### config.mk
export PLATFORM = sky130hd
export DESIGN_NAME = flash_cmd_ctrl
export DESIGN_NICKNAME = d
export VERILOG_FILES = /design/src/rtl/flash_cmd_pkg.sv /design/src/rtl/flash_array.sv /design/src/rtl/flash_block_map.sv /design/src/rtl/flash_op_timer.sv /design/src/rtl/flash_cmd_ctrl.sv
export SDC_FILE = /design/constraint.sdc
export NUM_CORES = 2
export LEC_CHECK = 0
export BUFFER_PORTS_ARGS = -buffer_cell sky130_fd_sc_hd__buf_2
export CAP_MARGIN = 25
export CORE_MARGIN = 3
export CORE_UTILIZATION = 27
export DETAILED_ROUTE_END_ITERATION = 7
export GPL_TIMING_DRIVEN = 0
export PLACE_DENSITY = 0.49
export SLEW_MARGIN = 25
export SYNTH_ARGS = -nofsm -noshare
export SYNTH_HDL_FRONTEND = slang
export SYNTH_SLANG_ARGS = --single-unit
### constraint.sdc
create_clock -name clk -period 5.52 [get_ports clk]
set_input_delay 1.104 -clock clk [delete_from_list [all_inputs] [get_ports clk]]
set_output_delay 1.104 -clock clk [all_outputs]
set_load 0.02 [all_outputs]
### src/rtl/flash_cmd_pkg.sv
package flash_cmd_pkg;

  typedef enum logic [3:0] {
    M_RD_ARRAY,
    M_RD_STATUS,
    M_RD_ID,
    M_PROG_SETUP,
    M_PROG_BUSY,
    M_ERASE_SETUP,
    M_ERASE_BUSY,
    M_ERASE_SUSP,
    M_ERASE_ERR
  } mode_e;

  localparam logic [7:0] CMD_READ_ARRAY  = 8'hFF;
  localparam logic [7:0] CMD_READ_STATUS = 8'h70;
  localparam logic [7:0] CMD_READ_ID     = 8'h90;
  localparam logic [7:0] CMD_PROG_SETUP  = 8'h40;
  localparam logic [7:0] CMD_ERASE_SETUP = 8'h20;
  localparam logic [7:0] CMD_CONFIRM     = 8'hD0;
  localparam logic [7:0] CMD_SUSPEND     = 8'hB0;
  localparam logic [7:0] CMD_CLEAR_STAT  = 8'h50;

  localparam int STAT_READY_BIT = 7;
  localparam int STAT_SUSP_BIT  = 6;
  localparam int STAT_ERR_BIT   = 5;

endpackage

### src/rtl/flash_array.sv
module flash_array #(
  parameter int ADDR_W = 8,
  parameter int DATA_W = 8
) (
  input  logic              clk,
  input  logic [ADDR_W-1:0] addr,
  input  logic              we,
  input  logic [DATA_W-1:0] wdata,
  output logic [DATA_W-1:0] rdata
);
  localparam int DEPTH = 1 << ADDR_W;

  // Erased state at power-up; single port with registered read.
  logic [DATA_W-1:0] mem [DEPTH] = '{default: {DATA_W{1'b1}}};

  always_ff @(posedge clk) begin
    if (we) mem[addr] <= wdata;
    rdata <= mem[addr];
  end
endmodule

### src/rtl/flash_block_map.sv
module flash_block_map #(
  parameter int ADDR_W = 8
) (
  input  logic [ADDR_W-1:0] addr,
  output logic [ADDR_W-1:0] base,
  output logic [ADDR_W-1:0] last,
  output logic              is_main
);
  always_comb begin
    if (!addr[ADDR_W-1]) begin
      base    = '0;
      last    = {1'b0, {(ADDR_W-1){1'b1}}};
      is_main = 1'b1;
    end else if (!addr[ADDR_W-2]) begin
      base    = {2'b10, {(ADDR_W-2){1'b0}}};
      last    = {2'b10, {(ADDR_W-2){1'b1}}};
      is_main = 1'b0;
    end else if (!addr[ADDR_W-3]) begin
      base    = {3'b110, {(ADDR_W-3){1'b0}}};
      last    = {3'b110, {(ADDR_W-3){1'b1}}};
      is_main = 1'b0;
    end else begin
      base    = {3'b111, {(ADDR_W-3){1'b0}}};
      last    = {3'b111, {(ADDR_W-3){1'b1}}};
      is_main = 1'b0;
    end
  end
endmodule

### src/rtl/flash_op_timer.sv
module flash_op_timer #(
  parameter int CNT_W = 9
) (
  input  logic             clk,
  input  logic             rst,
  input  logic             load,
  input  logic [CNT_W-1:0] load_val,
  input  logic             run,
  output logic             done
);
  logic [CNT_W-1:0] cnt_q;

  always_ff @(posedge clk) begin
    if (rst) begin
      cnt_q <= '0;
    end else if (load) begin
      cnt_q <= load_val;
    end else if (run && cnt_q != '0) begin
      cnt_q <= cnt_q - 1'b1;
    end
  end

  // Paused counter (run low) never finishes.
  assign done = run && (cnt_q == CNT_W'(1));
endmodule

### src/rtl/flash_cmd_ctrl.sv
module flash_cmd_ctrl
  import flash_cmd_pkg::*;
#(
  parameter int          ADDR_W          = 8,
  parameter int          PROG_CYC        = 12,
  parameter int          ERASE_SMALL_CYC = 150,
  parameter int          ERASE_MAIN_CYC  = 300,
  parameter logic [7:0]  ID_MFR          = 8'hA5,
  parameter logic [7:0]  ID_DEV          = 8'h3C
) (
  input  logic              clk,
  input  logic              rst,
  input  logic              bus_we,
  input  logic [ADDR_W-1:0] bus_addr,
  input  logic [7:0]        bus_wdata,
  input  logic              bus_re,
  output logic [7:0]        bus_rdata
);
  localparam int MAX_CYC = (ERASE_MAIN_CYC > ERASE_SMALL_CYC) ?
                           ((ERASE_MAIN_CYC > PROG_CYC) ? ERASE_MAIN_CYC : PROG_CYC) :
                           ((ERASE_SMALL_CYC > PROG_CYC) ? ERASE_SMALL_CYC : PROG_CYC);
  localparam int TMR_W   = $clog2(MAX_CYC + 1);

  mode_e             mode_q, mode_d;
  logic              err_q, susp_q;
  logic              set_err, set_susp, clr_stat;
  logic              prog_start, ers_start;
  logic [ADDR_W-1:0] prog_addr_q;
  logic [7:0]        prog_data_q;
  logic [ADDR_W-1:0] ers_ptr_q, ers_last_q;
  logic              sweep_q;
  logic              tmr_load, tmr_run, tmr_done;
  logic [TMR_W-1:0]  tmr_val;
  logic [ADDR_W-1:0] blk_base, blk_last;
  logic              blk_main;
  logic [ADDR_W-1:0] arr_addr;
  logic              arr_we;
  logic [7:0]        arr_wd, arr_q;
  logic              busy;
  logic [7:0]        stat;
  logic              rd_src_q;
  logic [7:0]        info_q;

  flash_block_map #(.ADDR_W(ADDR_W)) map_i (
    .addr    (bus_addr),
    .base    (blk_base),
    .last    (blk_last),
    .is_main (blk_main)
  );

  flash_op_timer #(.CNT_W(TMR_W)) tmr_i (
    .clk      (clk),
    .rst      (rst),
    .load     (tmr_load),
    .load_val (tmr_val),
    .run      (tmr_run),
    .done     (tmr_done)
  );

  flash_array #(.ADDR_W(ADDR_W), .DATA_W(8)) arr_i (
    .clk   (clk),
    .addr  (arr_addr),
    .we    (arr_we),
    .wdata (arr_wd),
    .rdata (arr_q)
  );

  assign busy    = (mode_q == M_PROG_BUSY) || (mode_q == M_ERASE_BUSY);
  assign tmr_run = busy;
  assign stat    = {~busy, susp_q, err_q, 5'b0};

  // Command decode and mode sequencing
  always_comb begin
    mode_d     = mode_q;
    tmr_load   = 1'b0;
    tmr_val    = TMR_W'(PROG_CYC);
    set_err    = 1'b0;
    set_susp   = 1'b0;
    clr_stat   = 1'b0;
    prog_start = 1'b0;
    ers_start  = 1'b0;
    case (mode_q)
      M_RD_ARRAY, M_RD_STATUS, M_RD_ID, M_ERASE_ERR: begin
        if (bus_we) begin
          case (bus_wdata)
            CMD_READ_ARRAY:  mode_d = M_RD_ARRAY;
            CMD_READ_STATUS: mode_d = M_RD_STATUS;
            CMD_READ_ID:     mode_d = M_RD_ID;
            CMD_PROG_SETUP:  mode_d = M_PROG_SETUP;
            CMD_ERASE_SETUP: mode_d = M_ERASE_SETUP;
            CMD_CLEAR_STAT: begin
              clr_stat = 1'b1;
              if (mode_q == M_ERASE_ERR) mode_d = M_RD_STATUS;
            end
            default: ;
          endcase
        end
      end
      M_PROG_SETUP: begin
        if (bus_we) begin
          mode_d     = M_PROG_BUSY;
          prog_start = 1'b1;
          tmr_load   = 1'b1;
          tmr_val    = TMR_W'(PROG_CYC);
        end
      end
      M_PROG_BUSY: begin
        if (tmr_done) mode_d = M_RD_STATUS;
      end
      M_ERASE_SETUP: begin
        if (bus_we) begin
          if (bus_wdata == CMD_CONFIRM) begin
            mode_d    = M_ERASE_BUSY;
            ers_start = 1'b1;
            tmr_load  = 1'b1;
            tmr_val   = blk_main ? TMR_W'(ERASE_MAIN_CYC) : TMR_W'(ERASE_SMALL_CYC);
          end else begin
            mode_d  = M_ERASE_ERR;
            set_err = 1'b1;
          end
        end
      end
      M_ERASE_BUSY: begin
        if (tmr_done) begin
          mode_d = M_RD_STATUS;
        end else if (bus_we && bus_wdata == CMD_SUSPEND) begin
          mode_d   = M_ERASE_SUSP;
          set_susp = 1'b1;
        end
      end
      M_ERASE_SUSP: begin
        if (bus_we && bus_wdata == CMD_CONFIRM) mode_d = M_ERASE_BUSY;
      end
      default: mode_d = M_RD_ARRAY;
    endcase
  end

  always_ff @(posedge clk) begin
    if (rst) begin
      mode_q <= M_RD_ARRAY;
      err_q  <= 1'b0;
      susp_q <= 1'b0;
    end else begin
      mode_q <= mode_d;
      if (clr_stat) begin
        err_q  <= 1'b0;
        susp_q <= 1'b0;
      end else begin
        if (set_err)  err_q  <= 1'b1;
        if (set_susp) susp_q <= 1'b1;
      end
    end
  end

  // Program operand capture
  always_ff @(posedge clk) begin
    if (rst) begin
      prog_addr_q <= '0;
      prog_data_q <= 8'hFF;
    end else if (prog_start) begin
      prog_addr_q <= bus_addr;
      prog_data_q <= bus_wdata;
    end
  end

  // Erase sweep: one byte per running cycle, frozen while suspended
  always_ff @(posedge clk) begin
    if (rst) begin
      ers_ptr_q  <= '0;
      ers_last_q <= '0;
      sweep_q    <= 1'b0;
    end else if (ers_start) begin
      ers_ptr_q  <= blk_base;
      ers_last_q <= blk_last;
      sweep_q    <= 1'b1;
    end else if (mode_q == M_ERASE_BUSY && sweep_q) begin
      if (ers_ptr_q == ers_last_q) sweep_q <= 1'b0;
      else                         ers_ptr_q <= ers_ptr_q + 1'b1;
    end
  end

  // Array port steering
  always_comb begin
    if (mode_q == M_ERASE_BUSY) begin
      arr_addr = ers_ptr_q;
      arr_we   = sweep_q;
      arr_wd   = 8'hFF;
    end else if (mode_q == M_PROG_BUSY) begin
      arr_addr = prog_addr_q;
      arr_we   = tmr_done;
      arr_wd   = arr_q & prog_data_q;
    end else begin
      arr_addr = bus_addr;
      arr_we   = 1'b0;
      arr_wd   = 8'hFF;
    end
  end

  // Registered read answer
  always_ff @(posedge clk) begin
    if (rst) begin
      rd_src_q <= 1'b0;
      info_q   <= 8'h00;
    end else if (bus_re) begin
      rd_src_q <= (mode_q == M_RD_ARRAY);
      if (mode_q == M_RD_ID) info_q <= bus_addr[0] ? ID_DEV : ID_MFR;
      else                   info_q <= stat;
    end
  end

  assign bus_rdata = rd_src_q ? arr_q : info_q;
endmodule

Yosys cells after proc, flatten, opt, wreduce, memory -nomap -nowiden:

Memory sizes are Yosys's and may differ from the RTL's. A register that Yosys moved wholly into a read port is not among the register bits.
Cells that the tools add are included.

* bits in registers: 57
* bits in latches: 0
* RAM bits: 2048
* memory bits (read-only): 0
* input bits: 20
* output and inout bits: 8
* logic and storage cells: 114
* memories kept: 1

Memory list
* arr_i.mem: words 256, width 8, rd ports 1, clocked after memory_dff 1, wr ports 1, line flash_array.sv:14 `logic [DATA_W-1:0] mem [DEPTH] = '{default: {DATA_W{1'b1}}};`

* add/subtract/negate cells: 2
* $mul: 0
* div/mod/pow operators: 0
* $lt $le $gt $ge: 0
* equal/unequal tests: 27
* shift-type cells: 0
* mux-type cells: 55
* bitwise logic cells: 2
* reduce and logical (&&, ||, !) cells: 16

Operators with widths (number)
* $mux W8: 14
* $mux W9: 6
* $pmux W4 S6: 2
* $mux W4: 9
* $eq A8 B8 Y1 const B: 4
* $eq A8 B7 Y1 const B: 3
* $mux W1: 21
* $eq A4 B3 Y1 const B: 4
* $mux W6: 2
* $ne A2 B2 Y1 const B: 6
* $eq A9 B1 Y1 const B: 1
* $reduce_bool A9 Y1: 1
* $sub A9 B1 Y9 const B: 1
* $add A8 B1 Y8 const B: 1
* $and A8 B8 Y8: 1
* $eq A4 B2 Y1 const B: 2
* $eq A8 B6 Y1 const B: 1
* $eq A8 B8 Y1: 1
* $reduce_and A8 Y1: 1
* $ne A7 B1 Y1 const B: 1
* $reduce_bool A2 Y1: 3
* $logic_and A1 B1 Y1: 5
* $eq A4 B1 Y1 const B: 1
* $eq A4 B4 Y1 const B: 1
* 9 further kinds: 10

Logic depth before layout (Yosys ltp):

* word-level depth: 7
* mapped depth: 15
* gate-level depth less buffers: 9

By module:

From an unflattened synthesis, not the netlist that was laid out.

* cells, all modules: 3996
* area, all modules: 81937.3 µm²

By module, submodules not included
* flash_array: times used 1, cells an instance 3547, area an instance 78492.8 µm², seq. area each 61659.1 µm²
* flash_cmd_ctrl: times used 1, cells an instance 357, area an instance 2720.1 µm², seq. area each 920.9 µm²
* flash_op_timer: times used 1, cells an instance 73, area an instance 595.6 µm², seq. area each 180.2 µm²
* flash_block_map: times used 1, cells an instance 19, area an instance 128.9 µm², seq. area each 0.0 µm²

Worst setup path before layout:

Ideal clock, no wire load.

* path kind: register -> register
* start: register mode_q[0]
* end: memory arr_i.mem[0][0], data pin
* library setup time: 0.819 ns
* data arrival time: 5.108 ns
* data required time: 4.701 ns
* setup slack: -0.407 ns
* stages on the path, launching flop included: 10
* buffers on the path: 6
* period minus slack after synthesis: 5.927 ns
* path through: dfxtp_1 or3b_1 buf_2 buf_2 clkbuf_1 clkbuf_1 clkbuf_1 clkbuf_1 nor2_1 nand2_1

* word-level cells in the longest chain between the ends: 3
* elaborated cells on any way between the ends: 4
* classes of those cells: 2 x eq/ne; 2 x mux

Ends and longest elaborated chain
* from (decl): line flash_cmd_ctrl.sv:24 `mode_e mode_q, mode_d;`
* from (signal assigned): line flash_cmd_ctrl.sv:144 `mode_q <= mode_d;`
* $eq A4 B3 Y1: line flash_cmd_ctrl.sv:188 `end else if (mode_q == M_PROG_BUSY) begin`
* $mux W8: line flash_cmd_ctrl.sv:188
* $mux W8 *: line flash_cmd_ctrl.sv:184 `if (mode_q == M_ERASE_BUSY) begin`
* named net arr_i.wdata[0]: line flash_array.sv:8 `input logic [DATA_W-1:0] wdata,`
* to (decl): line flash_array.sv:14

Mark *: on every way through the listed nets, which the timed path passes. The rest lies on a longest branch.

Worst setup path in the final report:

* start: register mode_q[3]
* end: register arr_i.rdata[6], read port of arr_i.mem

* word-level cells in the longest chain between the ends: 3
* elaborated cells on any way between the ends: 4
* classes of those cells: 2 x eq/ne; 2 x mux

Ends and longest elaborated chain
* $eq A4 B3 Y1: line flash_cmd_ctrl.sv:188
* $mux W8: line flash_cmd_ctrl.sv:188
* $mux W8 *: line flash_cmd_ctrl.sv:184
* to (decl): line flash_array.sv:9 `output logic [DATA_W-1:0] rdata`

Mark *: on every way between the ends. The rest lies on a longest branch, timed or not.
A chain may end at the register's enable or synchronous reset.

==> metrics.txt <==
status=finished with violations; failing checks=setup timing; first-pass iteration count of the detailed router=6; Worst slew margin=11.6%; most common cell after layout, fill and taps aside=edfxtp_1; FF/Latch Area=0.0627 mm²; Synth Instances=5832; Worst Path Arrival=6.75 ns; average wire per standard cell=37.0 µm; Synth Net Count=5856; layout cells sized above 1=24.7%; vias in the first global route=60900; Final setup viols=741; worst path required time=6.26 ns; GRT Residual Overflow=0; Max IR drop VDD=0.269 mV; Unique masters post-synth=72; hold_ws=0.460 ns; DP Wirelength=285000 µm; TritonCTS buffer count=223; pwr dens=311 mW/mm²; static leakage=26.6 nW; HP Class=flip-flop to flip-flop; count of input and output buffers=24; Via Count=63200; DRC viols=0; GRT Overall Usage=22.4%; DRT Wirelength=401000 µm; IO Pins=28; DR vias/cell=5.82; Final Core Density=31.9%; Placeable Area=0.338 mm²; clock sinks=2107; clk_skew=0.0569 ns; #FFs+latches synth=2107; Skew-Pair Late Insertion Delay=0.94 ns; initial antenna violation count=39; Multi-input gate area=0.0283 mm²; CTS clock-pin slew for the worst setup and hold paths=0.06 ns; Setup Crit Path Kind=flip-flop to flip-flop; DIE HEIGHT=590 µm; CTS tree=built; Max Fclk=166 MHz; Tcrit/Tclk final=109%; asr flop ratio synth=0%; number of synthesized flops with an enable pin=2048; critical path capture point type=flip-flop; Layout Area Growth over Synthesis=17.1%; clock buffer depth=4; Die ar.=0.348 mm²; Root Driver=clkbuf_16; Inst Count DP=10500; GP Congestion=1.00; ys flop type=edfxtp_1; nets=6188; Die Width=590 µm; min Tclk post-route=6.01 ns; register area share after synthesis=68.2%; Worst Tran Pin Value=1.31 ns; Crit Path Max Fanout=10; RSZ-0062 raised after global routing=yes; Max Slew Vio Count=0; fillers=33100; Final Hold Viols=0; first-pass GRT wire length=536000 µm; Initial Utilization=27.2%; Max Cap Viol=0; average size of a mapped cell=15.8 µm²; largest net degree at the start of global routing=77; Worst Setup Start Kind=flip-flop; Post-DRT Antenna Nets=0; final cell count without fillers=10900; initial DRC count=10600; # H-tree levels=4; commonest non-fill, non-tap cells in the layout=edfxtp_1, nand2_1, mux4_2, a21oi_1, clkbuf_16; # rows=213; Mapped Area=0.0920 mm²; Setup Total Neg Slack=-50.49 ns; Syn. warnings=0; worst setup margin=-0.492 ns
==> area by class of cell <==
class	count	area share, %
Clock buffer	276	5.39
Inverter	5	0.0174
Sequential cell	2107	58.2
Tap cell	4515	5.25
Buffer	468	2.22
Antenna cell	12	0.0279
Timing Repair Buffer	110	1.65
Multi-Input combinational cell	3249	26.3
Clock inverter	116	0.947
==> power breakdown <==
group	switching, mW	leakage (nW)	total [mW]	internal [mW]
Clock	6.50	3.32	14.6	8.09
Sequential	0.0107	11.9	17.3	17.3
Combinational	1.22	11.4	1.63	0.412
Total	7.73	26.6	33.5	25.8
==> worst max-delay path: stages (launching register included) <==
cell,delay [ns]
dfxtp_1,0.31
buf_2,0.19
nor3b_4,0.57
buf_4,0.38
buf_2,0.52
buf_2,0.59
clkdlybuf4s15_2,0.62
nand2_1,0.12
a211oi_1,0.53
a21oi_1,0.11
o211ai_1,0.79
nand4_1,0.40
nor4b_4,0.65
==> kinds of logic after synthesis <==
logic type                 after synthesis  share of synthesized area, %
muxes                                  627                          13.7
xor gates and xnor gates                15                         0.143
AOI/OAI and AO/OA                     1285                          9.45
buffers and inverters                  476                          2.42
DFF                                   2107                          68.2
and+or+nand+nor                       1318                          6.03
adders and majority gates                4                        0.0544
==> per-stage QoR <==
| stage | setup slack [ns] | area, µm² | total power [mW] |
|---|---|---|---|
| finish | -0.492 | 108000 | 33.5 |
| global route | -0.217 | 108000 | 34.2 |
| CTS | 0.0141 | 107000 | 33.5 |
| detailed placement | -1.04 | 99800 | 19.2 |
| global placement | -8.76 | 97700 | 19.1 |
| floorplan | -0.407 | 92000 | 18.3 |
==> synth_stat cells, types with 14 or more instances <==
cell       instances  area (µm²)
a311oi_1          14         123
a22o_1            37         324
edfxtp_1        2048       61500
o211ai_1          19         143
mux2i_1           86         861
a21oi_1          410        2050
buf_2            164         821
o21ai_0          162         811
a22oi_1          172        1290
dfxtp_1           59        1180
o2111ai_1         19         166
a211oi_1          63         473
mux2_2            36         405
nor3_1            42         210
o22ai_1           29         181
a221o_1           57         571
a222oi_1          31         310
mux4_2           503       11300
buf_1             45         169
clkbuf_1         211         792
nand3_1          192         961
buf_4             39         293
nor2_1           342        1280
a31oi_1           63         394
nand2_1          656        2460
a221oi_1         139        1220
==> registers in the layout, summed over array words and instances, names as in the netlist <==
signal / flops
sweep_q: 1
info_q: 6
prog_data_q: 8
mode_q: 4
prog_addr_q: 8
arr_i.mem: 2048
ers_last_q: 4
tmr_i.cnt_q: 9
rd_src_q: 1
susp_q: 1
arr_i.rdata: 8
ers_ptr_q: 8
err_q: 1
==> per-layer routing <==
metal	GRT usage, %	part of all wire (%)	up-vias
met2	33.3	43	4629
met4	13.7	7.3	20
met3	6.92	12	983
met5	0.260	0.059	-
li1	-	-	24400
met1	28.4	37	33200
==> final timing paths <==
kind / startpoint / to / slack (ns) / cells past startpoint
max: mode_q[3] / arr_i.rdata[6] / -0.49 / 12
min reg2reg: prog_addr_q[4] / prog_addr_q[4] / 0.46 / 2
min: prog_addr_q[4] / prog_addr_q[4] / 0.46 / 2
max reg2reg: mode_q[3] / arr_i.rdata[6] / -0.49 / 12
==> repair_timing <==
action / 4_1_cts / 5_1_grt
hold endpoints to repair: 0 / 0
hold buffers: 0 / 0
gates resized for setup: 156 / 115
pin swaps: 1 / 1
setup endpoints to repair: 4005 / 927
buffers inserted: 2 / 0
Power figures use the tool's default switching activity.
